--- src/rtl/pgood_pkg.sv ---
package pgood_pkg;
  typedef enum logic [1:0] {
    ZONE_BAND = 2'd0,
    ZONE_HIGH = 2'd1,
    ZONE_LOW  = 2'd2
  } pg_zone_e;

  localparam int unsigned QUAL_DEF = 48;
  localparam int unsigned RUN_RISE = 0;
  localparam int unsigned RUN_FALL = 1;
  localparam int unsigned N_RUNS   = 2;
endpackage

--- src/rtl/pgood_zone.sv ---
module pgood_zone
  import pgood_pkg::*;
(
  input  logic     fb_above_i,
  input  logic     fb_below_i,
  input  logic     ref_ok_i,
  output pg_zone_e zone_o
);
  // bad condition wins over good so conflicting flags fail safe
  always_comb begin
    if (fb_below_i || !ref_ok_i) zone_o = ZONE_LOW;
    else if (fb_above_i)         zone_o = ZONE_HIGH;
    else                         zone_o = ZONE_BAND;
  end
endmodule

--- src/rtl/pgood_qual.sv ---
module pgood_qual #(
  parameter int unsigned LIMIT = 48
) (
  input  logic clk_i,
  input  logic rst_ni,
  input  logic arm_i,
  input  logic tick_i,
  input  logic hit_i,
  output logic done_o
);
  localparam int unsigned CNT_W = (LIMIT > 2) ? $clog2(LIMIT) : 1;
  localparam logic [CNT_W-1:0] LAST = CNT_W'(LIMIT - 1);

  logic [CNT_W-1:0] cnt_q;

  assign done_o = arm_i && tick_i && hit_i && (cnt_q == LAST);

  always_ff @(posedge clk_i or negedge rst_ni) begin
    if (!rst_ni)                 cnt_q <= '0;
    else if (!arm_i)             cnt_q <= '0;
    else if (tick_i) begin
      if (!hit_i || done_o)      cnt_q <= '0;
      else                       cnt_q <= cnt_q + 1'b1;
    end
  end


  cnt_clr_chk: assert property (@(posedge clk_i) disable iff (!rst_ni)
    arm_i && tick_i && !hit_i |=> cnt_q == '0);

  cnt_rng_chk: assert property (@(posedge clk_i) disable iff (!rst_ni)
    cnt_q <= LAST);


  cnt_idle_chk: assert property (@(posedge clk_i) disable iff (!rst_ni)
    arm_i && !tick_i |=> $stable(cnt_q) || !$past(arm_i));
endmodule

--- src/rtl/pgood_monitor.sv ---
module pgood_monitor
  import pgood_pkg::*;
#(
  parameter int unsigned QUAL_TICKS = QUAL_DEF
) (
  input  logic clk_i,
  input  logic rst_ni,
  input  logic tick_i,
  input  logic fb_above_i,
  input  logic fb_below_i,
  input  logic ref_ok_i,
  input  logic shdn_i,
  input  logic uvlo_i,
  input  logic tsd_i,
  output logic pgood_o,
  output logic pd_en_o
);
  pg_zone_e          zone;
  logic              force_low;
  logic              pg_q;
  logic [N_RUNS-1:0] arm, hit, done;

  assign force_low = shdn_i | uvlo_i | tsd_i;

  pgood_zone u_zone (
    .fb_above_i (fb_above_i),
    .fb_below_i (fb_below_i),
    .ref_ok_i   (ref_ok_i),
    .zone_o     (zone)
  );

  assign arm[RUN_RISE] = !pg_q && !force_low;
  assign hit[RUN_RISE] = (zone == ZONE_HIGH);
  assign arm[RUN_FALL] = pg_q && !force_low;
  assign hit[RUN_FALL] = (zone == ZONE_LOW);

  for (genvar g = 0; g < N_RUNS; g++) begin : g_run
    pgood_qual #(.LIMIT(QUAL_TICKS)) u_qual (
      .clk_i  (clk_i),
      .rst_ni (rst_ni),
      .arm_i  (arm[g]),
      .tick_i (tick_i),
      .hit_i  (hit[g]),
      .done_o (done[g])
    );
  end

  always_ff @(posedge clk_i or negedge rst_ni) begin
    if (!rst_ni)              pg_q <= 1'b0;
    else if (force_low)       pg_q <= 1'b0;
    else if (done[RUN_RISE])  pg_q <= 1'b1;
    else if (done[RUN_FALL])  pg_q <= 1'b0;
  end

  // overrides bypass the deglitch combinationally
  assign pgood_o = pg_q & ~force_low;
  assign pd_en_o = ~pgood_o;


  ovr_clear_chk: assert property (@(posedge clk_i) disable iff (!rst_ni)
    force_low |=> !pg_q);


  rise_src_chk: assert property (@(posedge clk_i) disable iff (!rst_ni)
    $rose(pg_q) |-> $past(tick_i && zone == ZONE_HIGH && !force_low));


  fall_src_chk: assert property (@(posedge clk_i) disable iff (!rst_ni)
    $fell(pg_q) && !$past(force_low) |-> $past(tick_i && zone == ZONE_LOW));


  idle_hold_chk: assert property (@(posedge clk_i) disable iff (!rst_ni)
    !tick_i && !force_low |=> $stable(pg_q));


  band_hold_chk: assert property (@(posedge clk_i) disable iff (!rst_ni)
    zone == ZONE_BAND && !force_low |=> $stable(pg_q));
endmodule

--- config.mk ---
export PLATFORM = sky130hd
export DESIGN_NAME = pgood_monitor
export DESIGN_NICKNAME = d
export VERILOG_FILES = /design/src/rtl/pgood_pkg.sv /design/src/rtl/pgood_zone.sv /design/src/rtl/pgood_qual.sv /design/src/rtl/pgood_monitor.sv
export SDC_FILE = /design/constraint.sdc
export NUM_CORES = 1
export LEC_CHECK = 0
export BUFFER_PORTS_ARGS = -buffer_cell sky130_fd_sc_hd__buf_2
export CAP_MARGIN = 40
export CORE_MARGIN = 2
export CORE_UTILIZATION = 41
export CTS_CLUSTER_DIAMETER = 40
export DETAILED_ROUTE_END_ITERATION = 6
export REMOVE_ABC_BUFFERS = 1
export SLEW_MARGIN = 20
export SYNTH_ARGS = -nofsm -noshare
export SYNTH_HDL_FRONTEND = slang
export SYNTH_SLANG_ARGS = --single-unit
--- constraint.sdc ---
create_clock -name clk_i -period 3.7 [get_ports clk_i]
set_clock_uncertainty 0.15 [all_clocks]
set_input_delay 0.74 -clock clk_i [delete_from_list [all_inputs] [get_ports clk_i]]
set_output_delay 0.74 -clock clk_i [all_outputs]
set_load 0.005 [all_outputs]
==> results of run 1 <==
==> routing by layer <==
metal  vias up  global-route usage
met1       304              0.1967
li1        331                   -
met5         -                   0
met3         5             0.04528
met4         0             0.09730
met2        14              0.2351
==> critical path, delay by kind of cell <==
family | cells | cell delay [ps]
buf+inv | 3 | 270
simple gates | 2 | 380
==> flip-flops by register name (all words and copies together), names as in the netlist <==
signal,count
g_run.u_qual.cnt_q,12
pg_q,1
==> final cells by class <==
cell class                      instances  area share
Clock buffer                            3     0.02597
Clock inverter                          1    0.005772
Inverter                                2     0.01154
Multi-Input combinational cell         67      0.4877
Sequential cell                        13      0.3752
Tap cell                               25     0.03608
Timing Repair Buffer                   10     0.05772
==> final timing paths <==
check,end,depth (start not counted)
setup / recovery,pgood_o,5
hold / removal,g_run[1].u_qual.cnt_q[0]$_DFFE_PN0P_,1
setup reg to reg,g_run[1].u_qual.cnt_q[3]$_DFFE_PN0P_,5
hold reg to reg,g_run[1].u_qual.cnt_q[1]$_DFFE_PN0P_,2
max in group asynchronous,g_run[0].u_qual.cnt_q[2]$_DFFE_PN0P_,1
min in group clk_i,g_run[1].u_qual.cnt_q[1]$_DFFE_PN0P_,2
==> power groups by stage <==
stage	combinational (W)	sequential (W)	clock [W]
after global placement	0.0000207	0.000145	0
after floorplan	0.00000913	0.000145	0
after global routing	0.0000232	0.000142	0.0000993
after CTS	0.0000210	0.000142	0.0000912
after detailed placement	0.0000209	0.000145	0
final	0.0000204	0.000142	0.0000889
==> layout by cell type (no fill, tap or decap) <==
cell type   n
dfrtp_1    13
buf_2      10
a21oi_1     9
nor2_1      8
nand2_1     8
nand3_1     6
nor3_1      5
o21ai_0     4
nand2b_1    3
a22oi_1     3
clkbuf_4    3
and3_1      2
a31oi_1     2
ha_1        2
nor3_2      1
nand2_2     1
inv_1       1
and2b_4     1
inv_4       1
nor4b_1     1
nand4b_4    1
and4b_1     1
nor3b_1     1
mux2i_1     1
and4b_2     1
a21oi_2     1
nand3b_1    1
or2_1       1
o32ai_1     1
o211a_1     1
nor4_2      1
clkinv_2    1
==> cell families (layout without fill, tap and decap cells) <==
kind of cell | Yosys count | after routing | share of synthesized area
simple gates | 43 | 43 | 0.3333
compound gates | 21 | 21 | 0.1635
flops | 13 | 13 | 0.4167
buf+inv | 4 | 16 | 0.04167
fa+ha+maj | 2 | 2 | 0.03205
mux | 1 | 1 | 0.01282
==> stage by stage <==
stage	total power [W]	setup WS, ps	utilization
global route	0.0002647	1309	0.4915
CTS	0.0002543	1398	0.4915
global placement	0.0001656	1430	0.4759
floorplan	0.0001541	1654	-
detailed placement	0.0001658	1407	0.4759
finish	0.0002513	1402	0.4915
==> summary.txt, run 1 <==
Global routing
  – First-pass GRT wire length: 2.339 mm
  – Vias in the first global route: 549
  – Overall Global Routing Usage: 0.1562
  – Largest net degree at the start of global routing: 14
  – Grt ovf: 0
  – Antenna violations before repair: 0

Clock network
  – Clock Path Buffers: 2
  – Clock Tree Root: clkbuf_4
  – Later-pin clock latency in the skew report: 280 ps
  – Postcts setup bufs: 0
  – Cts hold-fix bufs: 0
  – CTS tree: built
  – Clock Pin Slew Worst Setup and Hold Paths: 80 ps
  – Resize count post-CTS: 0
  – H-tree depth: 1
  – CTS sink count: 13
  – Num CTS Buffers: 3

Place
  – Area after DPL: 839.6 um2
  – Number of port buffers: 10
  – RePlAce Congestion: 0.8319
  – Placed cells: 117
  – Post-DP HPWL: 1.122 mm

Timing
  – Final Hold Viols: 0
  – Min Tclk post-route: 2298 ps
  – Fin Hold WS: 177.6 ps
  – Maximum achievable frequency: 0.4352 GHz
  – Worst Max-Slew Pin Slew: 286.5 ps
  – Worst slew margin: 0.8090
  – Period utilization: 0.6210
  – Setup TNS: 0 ps
  – # setup viols final: 0
  – RSZ-0062 raised after global routing: false
  – Max-slew violation count: 0

Synth
  – Avg Cell Area, Syn: 9.295 um2
  – Seq/Total Area, Yosys: 0.4167
  – Post-synth top area share: 0.4167
  – Post-synth top flop: dfrtp_1
  – Yosys warns: 0
  – Most frequent cell after synthesis: dfrtp_1
  – Dominant cell type by area after synthesis: dfrtp_1
  – Synth async-reset ratio: 1.000
  – Synth top area cells: dfrtp_1 42%, a21oi_1 5.8%, nand3_1 3.8%
  – Flops & latches, synth: 13
  – Post-synth EDFFs: 0
  – Most common library cells after synthesis: 13 x dfrtp_1, 9 x a21oi_1, 8 x nand2_1, 8 x nor2_1, 6 x nand3_1
  – Netlist cell types: 30
  – Synthesized instance count: 84
  – Mapped cell area: 780.7 um2

Power
  – Switch share: 0.2477
  – Int Power: 0.0001891 W
  – Leakage: 0.3717 nW
  – Share of power burned in registers: 0.565
  – Maximum VDD drop: 0.2157 mV
  – Clock Power Share: 0.354
  – Switch Pwr: 0.00006226 W
  – PwrDens: 289.9 nW/um2
  – Gate power share: 0.081

Setup path
  – Startpoint types: input pin
  – CP endpoint kind: primary output
  – R2R Setup Slk: 2040 ps
  – Worst Setup SP: tsd_i
  – Crit-path cells: buf_2 -> nor3_2 -> nand2_2 -> inv_1 -> buf_2
  – Setup CP Type: input pin to primary output
  – Slowest stage delay, CP: 220 ps
  – Crit-path max FO: 9
  – Worst path required time: 2810 ps
  – Critical path arrival: 1410 ps
  – Crit-path slowest cell: nor3_2
  – Most Frequent Cell on Critical Path: buf_2
  – RR Startpoint: g_run[1].u_qual.cnt_q[0]$_DFFE_PN0P_

Cells and area
  – Finished Cell Area: 867.1 um2
  – Register area: 325.3 um2
  – Cell Count, Final, Fillers Out: 121
  – Layout cell share with drive strength beyond 1: 0.2292
  – N_diodes: 0
  – Area Overhead vs Synth: 11.06%
  – Layout fillers: 182
  – Area occupied by multi-input gates: 422.9 um2
  – Fin nets: 108

Routing
  – WL per Instance: 12.34 um
  – Uppermost layer routed: met4
  – M1 WL: 736 um
  – Met3 Routed Length: 68 um
  – Vias: 654
  – DR vias/cell: 5.405
  – WL met2: 656 um
  – Final wirelength: 1.493 mm
  – TritonRoute pass-1 iters: 3
  – 1st-iter DRT viols: 2
  – Antenna viol nets, final: 0
  – DRC Markers: 0

Min path
  – Hold Crit Class: input pin to asynchronous set/reset pin

Floorplan
  – Initial Utilization: 0.4426
  – Core area: 1764 um2
  – Die Wd: 47.64 um
  – Row count: 15
  – Area of the die: 2269 um2
  – Chip Height: 47.64 um
  – Io pins: 11

Run status
  – Status: completed

Run
  – # Max-Cap Violations: 0
Power figures use the tool's default switching activity.
==> run 2, diff against run 1 <==
- clock period: 3.7 -> 2.2 ns (I/O delays scaled with it)
==> run 2 against run 1 <==
  * Critical path depth stayed put
  * Non-clock buffer count is 1 higher
  * Core utilization is 0.57 points higher
  * Final cell count is 0.83% higher
  * Wire length is 3.1% higher
  * Largest power group unchanged
==> summary.txt, run 2 (synthesis results as in run 1) <==
Place
  – Post-DP HPWL: 1.126 mm (was 1.122 mm)
  – RePlAce Congestion: 0.8324 (was 0.8319)
  – Number of port buffers: 10 (unchanged)
  – Area after DPL: 839.6 um2 (unchanged)
  – Setup WS pre-CTS: 509.1 ps (was 1407 ps)

Clock network
  – Clock Path Buffers: 2 (unchanged)
  – Clock Tree Root: clkbuf_4 (unchanged)
  – Later-pin clock latency in the skew report: 270 ps (was 280 ps)
  – Postcts setup bufs: 0 (unchanged)
  – CTS sink count: 13 (unchanged)
  – Clock Pin Slew Worst Setup and Hold Paths: 80 ps (about the same)
  – H-tree depth: 1 (unchanged)
  – CTS tree: built (unchanged)
  – Num CTS Buffers: 3 (unchanged)

Cells and area
  – Area occupied by multi-input gates: 422.9 um2 (unchanged)
  – Most common cell after layout, fill and taps aside: dfrtp_1 (unchanged)
  – N_diodes: 0 (unchanged)
  – Registers with the most flip-flops: g_run.u_qual.cnt_q: 12 flops, pg_q: 1 flops (unchanged)
  – Most frequent cells in the layout: 13 x dfrtp_1, 10 x buf_2, 9 x a21oi_1 (unchanged)
  – Max FFs per register: 12 (unchanged)
  – Register area: 325.3 um2 (unchanged)
  – Fin nets: 109 (was 108)
  – Biggest register: g_run.u_qual.cnt_q (unchanged)
  – Layout cell share with drive strength beyond 1: 0.2268 (was 0.2292)
  – Finished Cell Area: 877.1 um2 (was 867.1 um2)
  – Area Overhead vs Synth: 12.34% (was 11.06%)
  – Layout fillers: 177 (was 182)

Power
  – Maximum VDD drop: 0.3635 mV (was 0.2157 mV)
  – Pwr Total: 0.0004220 W (was 0.0002513 W)
  – PwrDens: 481.1 nW/um2 (was 289.9 nW/um2)
  – Leakage: 0.3759 nW (was 0.3717 nW)

Run
  – # Max-Cap Violations: 0 (unchanged)

Setup path
  – RR Startpoint: g_run[1].u_qual.cnt_q[0]$_DFFE_PN0P_ (unchanged)
  – Worst path required time: 1610 ps (was 2810 ps)
  – CP endpoint kind: primary output (unchanged)
  – Critical path arrival: 1110 ps (was 1410 ps)
  – Startpoint types: input pin (unchanged)
  – FF-to-FF End: g_run[1].u_qual.cnt_q[3]$_DFFE_PN0P_ (unchanged)
  – R2R Setup Slk: 530 ps (was 2040 ps)
  – Worst Reg2Reg Path Length in Cells: 5 (unchanged)
  – Setup CP Type: input pin to primary output (unchanged)
  – Crit-path max FO: 9 (unchanged)

Global routing
  – First-pass GRT wire length: 2.415 mm (was 2.339 mm)
  – Vias in the first global route: 571 (was 549)
  – Grt ovf: 0 (unchanged)
  – Antenna violations before repair: 0 (unchanged)
  – Overall Global Routing Usage: 0.1590 (was 0.1562)
  – Largest net degree at the start of global routing: 14 (unchanged)

Min path
  – Worst Hold End: g_run[1].u_qual.cnt_q[1]$_DFFE_PN0P_
  – Hold path start: tick_i
  – Worst Hold Path Cells: 3
  – Hold Crit Class: input pin to flop (was input pin to asynchronous set/reset pin)

Timing
  – Fin Hold WS: 391.9 ps (was 177.6 ps)
  – RSZ-0062 raised after global routing: false (unchanged)
  – Maximum achievable frequency: 0.5891 GHz
  – Period utilization: 0.7716
  – Worst Max-Slew Pin Slew: 292.4 ps (was 286.5 ps)
  – # setup viols final: 0 (unchanged)
  – Setup TNS: 0 ps (unchanged)
  – Worst slew margin: 0.8051 (was 0.8090)
  – Final Hold Viols: 0 (unchanged)
  – Final worst-path setup slack: 502.5 ps (was 1402 ps)
  – Min Tclk post-route: 1698 ps
  – Max-slew violation count: 0 (unchanged)

Routing
  – Vias: 649 (was 654)
  – DR vias/cell: 5.320 (was 5.405)
  – DRC Markers: 0 (unchanged)
  – Antenna viol nets, final: 0 (unchanged)
  – TritonRoute pass-1 iters: 4 (was 3)
  – WL per Instance: 12.61 um (was 12.34 um)
  – Final wirelength: 1.539 mm (was 1.493 mm)
  – 1st-iter DRT viols: 13 (was 2)

Floorplan
  – Area of the die: 2269 um2 (unchanged)
  – Row count: 15 (unchanged)
  – Initial Utilization: 0.4426 (unchanged)
  – Core area: 1764 um2 (unchanged)
  – Chip Height: 47.64 um (unchanged)
  – Io pins: 11 (unchanged)
  – Die Wd: 47.64 um (unchanged)

Run status
  – Status: completed (unchanged)
-- run 2: changes by cell type in the layout (fill, tap and decap cells not counted), sizes merged --
cell	change
dlygate4sd3	+1
-- run 2: worst max-delay path: stages --
cell	delay (ps)
buf_2	100
nor3_2	220
nand2_2	170
inv_1	70
buf_2	100
-- run 2: how the worst max path moves through the flow --
stage	from	end	slack, ps	depth (start not counted)
3_3_place_gp	tsd_i	pgood_o	530	5
5_1_grt	tsd_i	pgood_o	410	5
4_1_cts	tsd_i	pgood_o	500	5
2_1_floorplan	g_run[1].u_qual.cnt_q[0]$_DFFE_PN0P_	g_run[1].u_qual.cnt_q[3]$_DFFE_PN0P_	710	5
3_5_place_dp	tsd_i	pgood_o	510	5
6_report	tsd_i	pgood_o	500	5
-- run 2: area by class of cell --
type / instances / share of cell area
multi-input cells: 67 / 0.4822
flip-flops and latches: 13 / 0.3709
repair buffers: 11 / 0.06847
well taps: 25 / 0.03566
clock buffers: 3 / 0.02568
inverters: 2 / 0.01141
clock inverters: 1 / 0.005706
-- run 2: per-stage QoR --
stage	utilization	instances
CTS	0.4972	122
detailed placement	0.4759	117
floorplan	-	82
global route	0.4972	122
finish	0.4972	122
global placement	0.4759	117
-- run 2: what timing repair did --
item	in CTS	in global routing
hold buffers	1	0
endpoints found under the hold margin	13	0
gates resized for setup	0	0
-- run 2: routing by layer --
layer | vias up | GRT usage | part of all wire
met3 | 2 | 0.04528 | 0.044
li1 | 336 | - | -
met1 | 296 | 0.2075 | 0.52
met5 | - | 0 | 0
met4 | 0 | 0.08108 | 0.012
met2 | 15 | 0.2405 | 0.42
-- run 2: power breakdown --
part           switching, W  leakage, nW  internal (W)  total [W]
combinational     0.0000230        0.176     0.0000129  0.0000360
clock             0.0000799       0.0177     0.0000672   0.000147
sequential      0.000000143        0.182      0.000239   0.000239
total              0.000103        0.376      0.000319   0.000422
==> run 3, diff against run 2 <==
- clock period: 2.2 -> 1.5 ns (I/O delays scaled with it)
==> run 3 against run 2 <==
  * Clock-buffer cell count is 1 higher
  * The flow now finishes with violations (setup timing)
  * Largest power group unchanged
  * Hold slack got worse by 150 ps
  * Sequential power up 46%
  * Sequential share of layout area is 4.9 points lower
  * Combinational power is 64% higher
  * Critical path type is now flop to flop
==> summary.txt, run 3 (synthesis results as in run 1) <==
Clock network
  – Clock Pin Slew Worst Setup and Hold Paths: 90 ps (was 80 ps)
  – Clock Path Buffers: 2 (unchanged)
  – CTS tree: built (unchanged)
  – Clock Tree Root: clkbuf_4 (unchanged)
  – H-tree depth: 1 (unchanged)
  – CTS sink count: 13 (unchanged)
  – Later-pin clock latency in the skew report: 280 ps (was 270 ps)
  – Num CTS Buffers: 3 (unchanged)

Cells and area
  – Most frequent cells in the layout: 13 x dfrtp_1, 13 x buf_4, 10 x buf_2 (was 13 x dfrtp_1, 10 x buf_2, 9 x a21oi_1)
  – Biggest register: g_run.u_qual.cnt_q (unchanged)
  – Fin nets: 122 (was 109)
  – Max FFs per register: 12 (unchanged)
  – Layout fillers: 169 (was 177)
  – Area Overhead vs Synth: 29.33% (was 12.34%)
  – Registers with the most flip-flops: g_run.u_qual.cnt_q: 12 flops, pg_q: 1 flops (unchanged)
  – Layout cell share with drive strength beyond 1: 0.3727 (was 0.2268)
  – N_diodes: 0 (unchanged)

Timing
  – # setup viols final: 1 (was 0)
  – Min Tclk post-route: 1500 ps
  – Final Hold Viols: 0 (unchanged)
  – Worst Max-Slew Pin Slew: 291.5 ps (was 292.4 ps)
  – Period utilization: 1.000
  – Maximum achievable frequency: 0.6666 GHz
  – RSZ-0062 raised after global routing: true (was false)
  – Setup TNS: -0.1753 ps (was 0 ps)
  – Worst slew margin: 0.8056 (was 0.8051)
  – Max-slew violation count: 0 (unchanged)
  – Final worst-path setup slack: -0.1753 ps (was 502.5 ps)

Place
  – Number of port buffers: 10 (unchanged)
  – Setup WS pre-CTS: -39.62 ps (was 509.1 ps)
  – Post-DP HPWL: 1.250 mm (was 1.126 mm)
  – RePlAce Congestion: 0.7658 (was 0.8324)

Min path
  – Worst Hold Path Cells: 4 (was 3)
  – Worst Hold End: g_run[0].u_qual.cnt_q[5]$_DFFE_PN0P_ (was g_run[1].u_qual.cnt_q[1]$_DFFE_PN0P_)
  – Hold Crit Class: input pin to flop (unchanged)
  – Hold path start: shdn_i (was tick_i)

Run status
  – Status: finished, violations left (was completed)
  – Failing checks: setup timing

Power
  – PwrDens: 631.0 nW/um2 (was 481.1 nW/um2)
  – Maximum VDD drop: 0.4301 mV (was 0.3635 mV)
  – Leakage: 0.4407 nW (was 0.3759 nW)

Global routing
  – Grt ovf: 0 (unchanged)
  – Vias in the first global route: 622 (was 571)
  – Overall Global Routing Usage: 0.1755 (was 0.1590)
  – Largest net degree at the start of global routing: 14 (unchanged)
  – First-pass GRT wire length: 2.697 mm (was 2.415 mm)
  – Antenna violations before repair: 0 (unchanged)

Setup path
  – Worst Reg2Reg Path Length in Cells: 5 (unchanged)
  – Critical path arrival: 1560 ps (was 1110 ps)
  – Setup CP Type: flop to flop (was input pin to primary output)
  – CP endpoint kind: flop (was primary output)
  – RR Startpoint: g_run[1].u_qual.cnt_q[1]$_DFFE_PN0P_ (was g_run[1].u_qual.cnt_q[0]$_DFFE_PN0P_)
  – R2R Setup Slk: -0.2 ps (was 530 ps)
  – Crit-path max FO: 4 (was 9)
  – FF-to-FF End: g_run[1].u_qual.cnt_q[1]$_DFFE_PN0P_ (was g_run[1].u_qual.cnt_q[3]$_DFFE_PN0P_)
  – Startpoint types: flop (was input pin)
  – Worst path required time: 1560 ps (was 1610 ps)

Routing
  – DR vias/cell: 5.556 (was 5.320)
  – Antenna viol nets, final: 0 (unchanged)
  – TritonRoute pass-1 iters: 4 (unchanged)
  – Vias: 750 (was 649)
  – WL per Instance: 12.70 um (was 12.61 um)
  – DRC Markers: 0 (unchanged)
  – 1st-iter DRT viols: 11 (was 13)
  – Final wirelength: 1.714 mm (was 1.539 mm)

Floorplan
  – Core area: 1764 um2 (unchanged)
  – Chip Height: 47.64 um (unchanged)
  – Initial Utilization: 0.4426 (unchanged)
  – Io pins: 11 (unchanged)
  – Row count: 15 (unchanged)
  – Die Wd: 47.64 um (unchanged)
  – Area of the die: 2269 um2 (unchanged)

Run
  – # Max-Cap Violations: 0 (unchanged)
[run 3: cell types whose count changed in the layout (fill, tap and decap cells not counted)]
cell and change:
a21oi_1 -3, clkbuf_1 +1, ha_1 -1, nor3_1 -2, a22oi_2 +1, a21oi_2 +2, o21ai_0 -2, nor3_2 +2
ha_2 +1, o21ai_1 +2, buf_4 +13, a21oi_4 +1, clkinv_2 -1, a22oi_1 -1
[run 3: area by class of cell]
cell class	instances	area (um2)	area share
clock buffers	4	26.28	0.02602
inverters	2	10.01	0.009913
multi-input cells	67	459.2	0.4548
flip-flops and latches	13	325.3	0.3222
well taps	25	31.28	0.03098
repair buffers	24	157.7	0.1561
[run 3: metrics by stage]
stage	total power, W	hold slack, ps	std cells	instance area [um2]	util
3_3_place_gp	0.0004121	50.13	129	929.6	0.5270
6_report	0.0006372	237.9	135	1010	0.5723
2_1_floorplan	0.0003800	-145.6	82	758.2	-
3_5_place_dp	0.0004123	57.41	129	929.6	0.5270
4_1_cts	0.0006440	232.5	134	979.7	0.5553
5_1_grt	0.0006614	264.3	135	1010	0.5723
[run 3: critical path, cell delays in order (launching register included)]
cell     delay (ps)
dfrtp_1         410
ha_2            190
and4b_2         270
a21oi_4         180
nand3_1         110
a21oi_2         130
[run 3: per-layer routing]
metal / GRT usage / up-vias / share of wire
li1: - / 367 / -
met1: 0.2313 / 360 / 0.48
met2: 0.2622 / 19 / 0.46
met3: 0.04528 / 4 / 0.045
met4: 0.09730 / 0 / 0.018
met5: 0 / - / 0
[run 3: power by group]
part / internal, W / total [W] / switching, W
combinational: 0.0000232 / 0.0000592 / 0.0000361
clock: 0.000103 / 0.000228 / 0.000124
sequential: 0.000350 / 0.000350 / 0.0000000916
[run 3: worst max path at each step]
stage	startpoint	endpoint	slack [ps]	depth (start not counted)
6_report	g_run[1].u_qual.cnt_q[1]$_DFFE_PN0P_	g_run[1].u_qual.cnt_q[1]$_DFFE_PN0P_	-0.2	5
5_1_grt	g_run[1].u_qual.cnt_q[1]$_DFFE_PN0P_	pg_q$_DFFE_PN0P_	-70	6
4_1_cts	g_run[1].u_qual.cnt_q[1]$_DFFE_PN0P_	pg_q$_DFFE_PN0P_	-10	6
3_5_place_dp	g_run[1].u_qual.cnt_q[0]$_DFFE_PN0P_	g_run[1].u_qual.cnt_q[1]$_DFFE_PN0P_	-40	5
3_3_place_gp	g_run[0].u_qual.cnt_q[0]$_DFFE_PN0P_	g_run[0].u_qual.cnt_q[3]$_DFFE_PN0P_	0.9	5
2_1_floorplan	g_run[1].u_qual.cnt_q[0]$_DFFE_PN0P_	g_run[1].u_qual.cnt_q[3]$_DFFE_PN0P_	10	5
[run 3: timing repair]
action | CTS | global route
setup buffers | 0 | 1
resized for setup | 3 | 7
endpoints found under the hold margin | 13 | 0
setup endpoints to repair | 5 | 9
hold buffers | 1 | 0
gates cloned | 0 | 0
pin swaps | 2 | 5
